## config.mk

```make
export PLATFORM = sky130hd
export DESIGN_NAME = pdc_power_down_ctrl
export DESIGN_NICKNAME = d
export VERILOG_FILES = /design/src/rtl/pdc_pkg.sv /design/src/rtl/pdc_cfg_regs.sv /design/src/rtl/pdc_state_ctrl.sv /design/src/rtl/pdc_ref_divider.sv /design/src/rtl/pdc_out_mux.sv /design/src/rtl/pdc_power_down_ctrl.sv
export SDC_FILE = /design/constraint.sdc
export NUM_CORES = 1
export LEC_CHECK = 0
export ABC_CLOCK_PERIOD_IN_PS = 5020
export CAP_MARGIN = 15
export CELL_PAD_IN_SITES_DETAIL_PLACEMENT = 0
export CELL_PAD_IN_SITES_GLOBAL_PLACEMENT = 2
export CORE_MARGIN = 4
export CORE_UTILIZATION = 42
export CTS_BUF_LIST = sky130_fd_sc_hd__clkbuf_4
export DETAILED_ROUTE_END_ITERATION = 7
export DONT_BUFFER_PORTS = 1
export GPL_TIMING_DRIVEN = 0
export PLACE_DENSITY = 0.89
export SLEW_MARGIN = 10
export SYNTH_ARGS = -nofsm -noshare
export SYNTH_HDL_FRONTEND = slang
export SYNTH_HIERARCHICAL = 1
export SYNTH_SLANG_ARGS = --single-unit
export TNS_END_PERCENT = 1
```

## constraint.sdc

```tcl
create_clock -name clk_i -period 5.02 [get_ports clk_i]
set_clock_uncertainty 0.15 [all_clocks]
set_input_delay 0.502 -clock clk_i [delete_from_list [all_inputs] [get_ports clk_i]]
set_output_delay 0.502 -clock clk_i [all_outputs]
set_load 0.02 [all_outputs]
```

## src/rtl/pdc_pkg.sv

```systemverilog
package pdc_pkg;
  typedef enum logic [1:0] {
    PDS_RUN     = 2'd0,
    PDS_REFRESH = 2'd1,
    PDS_HALT    = 2'd2
  } pd_state_e;
endpackage

```

## src/rtl/pdc_cfg_regs.sv

```systemverilog
module pdc_cfg_regs #(
  parameter int CODE_W   = 4,
  parameter int CTRL_W   = 22,
  parameter int MODE_BIT = 21,
  parameter int RST_CODE = 8
) (
  input  logic              clk_i,
  input  logic              rst_ni,
  input  logic              div_we_i,
  input  logic [CODE_W-1:0] div_code_i,
  input  logic              ctrl_we_i,
  input  logic [CTRL_W-1:0] ctrl_word_i,
  output logic [CODE_W-1:0] code_o,
  output logic              mode_o
);
  localparam logic [CTRL_W-1:0] MODE_MASK = CTRL_W'(1) << MODE_BIT;

  // remaining control bits belong to other blocks
  logic unused_ctrl_bits;
  assign unused_ctrl_bits = ^(ctrl_word_i & ~MODE_MASK);

  always_ff @(posedge clk_i or negedge rst_ni) begin
    if (!rst_ni) begin
      code_o <= CODE_W'(RST_CODE);
      mode_o <= 1'b0;
    end else begin
      if (div_we_i)  code_o <= div_code_i;
      if (ctrl_we_i) mode_o <= ctrl_word_i[MODE_BIT];
    end
  end
endmodule

```

## src/rtl/pdc_state_ctrl.sv

```systemverilog
module pdc_state_ctrl
  import pdc_pkg::*;
(
  input  logic      clk_i,
  input  logic      rst_ni,
  input  logic      pd_ni,
  input  logic      mode_i,
  output pd_state_e state_o
);
  always_ff @(posedge clk_i or negedge rst_ni) begin
    if (!rst_ni)     state_o <= PDS_RUN;
    else if (pd_ni)  state_o <= PDS_RUN;
    else if (mode_i) state_o <= PDS_HALT;
    else             state_o <= PDS_REFRESH;
  end
endmodule

```

## src/rtl/pdc_ref_divider.sv

```systemverilog
module pdc_ref_divider #(
  parameter int CODE_W   = 4,
  parameter int MAX_DIV  = 32,
  parameter int DIV_STEP = 2
) (
  input  logic              clk_i,
  input  logic              rst_ni,
  input  logic              run_i,
  input  logic [CODE_W-1:0] code_i,
  output logic              div_o
);
  localparam int HALF_MAX = MAX_DIV / 2;
  localparam int HALF_W   = $clog2(HALF_MAX + 1);

  function automatic logic [HALF_W-1:0] half_of(input logic [CODE_W-1:0] c);
    int h;
    if (c == '0) h = HALF_MAX;
    else         h = (MAX_DIV + DIV_STEP) / 2 - int'(c) * (DIV_STEP / 2);
    return HALF_W'(h);
  endfunction

  logic [HALF_W-1:0] cnt_q, half_q;
  logic              term;

  assign term = (cnt_q == half_q - HALF_W'(1));

  always_ff @(posedge clk_i or negedge rst_ni) begin
    if (!rst_ni) begin
      cnt_q  <= '0;
      half_q <= half_of(CODE_W'(0));
      div_o  <= 1'b0;
    end else if (!run_i) begin
      cnt_q  <= '0;
      half_q <= half_of(code_i);
      div_o  <= 1'b0;
    end else if (term) begin
      // ratio reloads only at a half-period boundary
      cnt_q  <= '0;
      half_q <= half_of(code_i);
      div_o  <= ~div_o;
    end else begin
      cnt_q  <= cnt_q + HALF_W'(1);
    end
  end
endmodule

```

## src/rtl/pdc_out_mux.sv

```systemverilog
module pdc_out_mux
  import pdc_pkg::*;
(
  input  pd_state_e state_i,
  input  logic      mclk_src_i,
  input  logic      vclk_src_i,
  input  logic      div_i,
  output logic      mclk_o,
  output logic      vclk_o,
  output logic      mclk_oe_o,
  output logic      vclk_oe_o,
  output logic      vco_en_o,
  output logic      osc_en_o
);
  always_comb begin
    mclk_o    = 1'b0;
    vclk_o    = 1'b0;
    mclk_oe_o = 1'b0;
    vclk_oe_o = 1'b0;
    vco_en_o  = 1'b0;
    osc_en_o  = 1'b0;
    unique case (state_i)
      PDS_RUN: begin
        mclk_o    = mclk_src_i;
        vclk_o    = vclk_src_i;
        mclk_oe_o = 1'b1;
        vclk_oe_o = 1'b1;
        vco_en_o  = 1'b1;
        osc_en_o  = 1'b1;
      end
      PDS_REFRESH: begin
        mclk_o    = div_i;
        vclk_o    = 1'b1;
        mclk_oe_o = 1'b1;
        vclk_oe_o = 1'b1;
        osc_en_o  = 1'b1;
      end
      default: ;
    endcase
  end
endmodule

```

## src/rtl/pdc_power_down_ctrl.sv

```systemverilog
module pdc_power_down_ctrl
  import pdc_pkg::*;
#(
  parameter int CODE_W   = 4,
  parameter int CTRL_W   = 22,
  parameter int MODE_BIT = 21,
  parameter int MAX_DIV  = 32,
  parameter int DIV_STEP = 2,
  parameter int RST_CODE = 8
) (
  input  logic              clk_i,
  input  logic              rst_ni,
  input  logic              pd_ni,
  input  logic              div_we_i,
  input  logic [CODE_W-1:0] div_code_i,
  input  logic              ctrl_we_i,
  input  logic [CTRL_W-1:0] ctrl_word_i,
  input  logic              mclk_src_i,
  input  logic              vclk_src_i,
  output logic              mclk_o,
  output logic              vclk_o,
  output logic              mclk_oe_o,
  output logic              vclk_oe_o,
  output logic              vco_en_o,
  output logic              osc_en_o
);
  logic [CODE_W-1:0] code_q;
  logic              mode_q;
  logic              div_clk;
  pd_state_e         state_q;

  pdc_cfg_regs #(
    .CODE_W(CODE_W), .CTRL_W(CTRL_W), .MODE_BIT(MODE_BIT), .RST_CODE(RST_CODE)
  ) i_regs (
    .clk_i(clk_i), .rst_ni(rst_ni),
    .div_we_i(div_we_i), .div_code_i(div_code_i),
    .ctrl_we_i(ctrl_we_i), .ctrl_word_i(ctrl_word_i),
    .code_o(code_q), .mode_o(mode_q)
  );

  pdc_state_ctrl i_state (
    .clk_i(clk_i), .rst_ni(rst_ni), .pd_ni(pd_ni), .mode_i(mode_q), .state_o(state_q)
  );

  pdc_ref_divider #(
    .CODE_W(CODE_W), .MAX_DIV(MAX_DIV), .DIV_STEP(DIV_STEP)
  ) i_div (
    .clk_i(clk_i), .rst_ni(rst_ni),
    .run_i(state_q == PDS_REFRESH), .code_i(code_q), .div_o(div_clk)
  );

  pdc_out_mux i_mux (
    .state_i(state_q), .mclk_src_i(mclk_src_i), .vclk_src_i(vclk_src_i), .div_i(div_clk),
    .mclk_o(mclk_o), .vclk_o(vclk_o), .mclk_oe_o(mclk_oe_o), .vclk_oe_o(vclk_oe_o),
    .vco_en_o(vco_en_o), .osc_en_o(osc_en_o)
  );
endmodule

```

==> out/qor.yml <==
finalSetupViolCount: 0
p_per_area_nw_per_um2: 325.0
final_util_pct: 47.90
finalHoldViolations: 0
die_w_um: 56.76
yosys_register_bits: 18
yosysWarnings: 6
arrival_ns: 2.24
tritoncts: "done"
via_count: 639
worstMarginPinSlew_ns: 0.8014
multi_input_area_um2: 478.0
grtUsageTotal_pct: 11.30
syn_area_per_cell_um2: 10.97
postCtsHoldBufs: 1
totalWireLength_mm: 1.687
grt_pass1_vias: 635
rsz0062_at_grt: "no"
final_layout_size_suffix_gt1_share_pct: 22.92
drv_cap: 0
cts.sinks: 18
fp.dieH_um: 56.76
placed_area_um2: 1033
via_per_inst: 5.153
ant_nets: 0
portBuffers: 0
antenna_found_initial: 0
core-area_um2: 2233
dp_hpwl_mm: 1.307
worstHoldPathCells: 1
synthCells: 91
core.rowCount: 17
status: "complete, no violations"
path_clk_slew_ns: 0.10
syn_area_um2: 998.5
cts_setup_buffers: 0
initial_core_util_pct: 44.71
grt_pass1_wl_mm: 2.766
fin_crit_ns: 2.205
grt_max_degree: 19
max_freq_mhz: 453.5
clk_latency_ns: 0.29
tns_ns: 0
drtIter0Drc: 12
ir_drop_uv: 199.5
synth.distinct_cells: 29
fillCellCount: 223
drv_slew: 0
path_class: "flop to flop"
nets: 133
critPathLaunchType: "flop"
cts_max_level: 1
worstPathRequired_ns: 5.05
finalCritPeriodShare_pct: 43.93
drc: 0
num_antenna_cells: 0
die_area_um2: 3221
wire_per_inst_um: 13.60
hold_class: "input port to flop"
place_congestion: 0.6490
clockBufferDepth: 2
fin_area_um2: 1070
rr_worst_depth: 8
area_delta_synth_final_pct: 7.143
overflow: 0
max_slew_margin_pct: 46.40
end_kind: "flop"
clockRootBuffer: "clkbuf_4"
cts_resized: 0
seqCellArea_um2: 452.9
first_pass_iters: 4
leakage_nw: 0.5053
ios: 39
synth_nets: 127
cts_buffers: 3
critPathMaxFanout: 8
ys_seq_area_share_pct: 45.36
## path summary, 6_finish.rpt
kind,slack [ns],from,to
max in group asynchronous,3.64,rst_ni,i_div/half_q[0]$_DFFE_PN0P_
min in group asynchronous,0.58,rst_ni,i_div/div_o$_DFFE_PN0P_
min reg2reg,0.30,i_regs/mode_o$_DFFE_PN0P_,i_state/state_o[0]$_DFF_PN0_
max reg2reg,2.81,i_div/half_q[0]$_DFFE_PN0P_,i_div/half_q[2]$_DFFE_PN0P_
min,0.10,pd_ni,i_state/state_o[1]$_DFF_PN0_
max,2.81,i_div/half_q[0]$_DFFE_PN0P_,i_div/half_q[2]$_DFFE_PN0P_
## layer usage
| metal | track usage (%) | wire length [um] |
|---|---|---|
| met2 | 18.48 | 854 |
| met3 | 4.598 | 87 |
| met4 | 4.967 | 13 |
| met1 | 12.85 | 731 |
| met5 | 0 | 0 |
## flip-flops by register name (all words and copies together) (netlist names)
signal / cells
i_div/div_o: 1
i_div/cnt_q: 5
i_state/state_o: 2
i_regs/code_o: 4
i_regs/mode_o: 1
i_div/half_q: 5
## Yosys cell counts (all sizes together)
cell type  count  area [um^2]
buf            4        37.53
xor2           4        35.03
nand2b         1        6.260
o21ai          2        13.76
a211o          1        8.760
a21o           2        16.27
nor3           4        20.02
o211ai         1        7.510
nand3          3        15.01
o31a           1        8.760
and3           1        6.260
mux2           7        86.33
nor2b          2        27.53
dfstp          2        52.55
dfrtp         16        400.4
o221a          1        11.26
nor4           1        21.27
xnor2          5        43.79
nand2          5        18.77
a21oi          1        5.000
nor2          11        41.29
mux2i          4        40.04
nand3b         1        7.510
inv            8        30.03
ha             3        37.54
## layout by cell type, fill, tap and decap left out, drive strengths merged, types with 3 or more instances in the layout
cell	synthesis	layout
mux2i	4	4
inv	8	8
buf	4	4
nor3	4	4
mux2	7	7
nand2	5	5
xnor2	5	5
xor2	4	4
nor2	11	11
clkbuf	0	3
ha	3	3
dfrtp	16	16
nand3	3	3
## critical path: stages, from the launching register on
cell	delay, ns
dfrtp_1	0.43
inv_1	0.07
ha_1	0.20
nand2_1	0.06
o31a_1	0.27
nor4_4	0.30
a21o_1	0.17
buf_6	0.14
mux2_4	0.30
## cells by family (layout without fill, tap and decap cells)
| logic type | after synthesis | after routing | share of synthesized area [%] |
|---|---|---|---|
| buffers and inverters | 12 | 17 | 6.766 |
| and+or+nand+nor | 29 | 29 | 16.42 |
| adders and majority gates | 3 | 3 | 3.760 |
| muxes | 11 | 11 | 12.66 |
| DFF | 18 | 18 | 45.36 |
| AOI/OAI and AO/OA | 9 | 9 | 7.143 |
| xor gates and xnor gates | 9 | 9 | 7.894 |
## where the power goes
part	switching [mW]	internal, mW	total (mW)
Sequential	0.0182	0.161	0.179
Clock	0.0443	0.0289	0.0732
Combinational	0.0485	0.0465	0.0950
## area by class of cell
type | instances | share of cell area [%]
sequential | 18 | 42.34
clock inverter | 1 | 0.3509
tap | 28 | 3.275
buffer | 4 | 3.509
timing repair buffer | 1 | 0.9357
inverter | 8 | 2.807
clock buffer | 3 | 2.105
multi-input combinational | 61 | 44.68
## through the flow
step                hold slack [ns]  setup slack (ns)  instances  power (mW)
global placement            0.05697             2.839        119      0.2716
finish                       0.1002             2.815        124      0.3477
detailed placement          0.05688             2.814        119      0.2749
CTS                         0.09075             2.796        124      0.3517
global route                0.07045             2.727        124      0.3694
floorplan                   0.05641             2.966         91      0.2585
No activity file was read; power rests on OpenSTA's default activity.
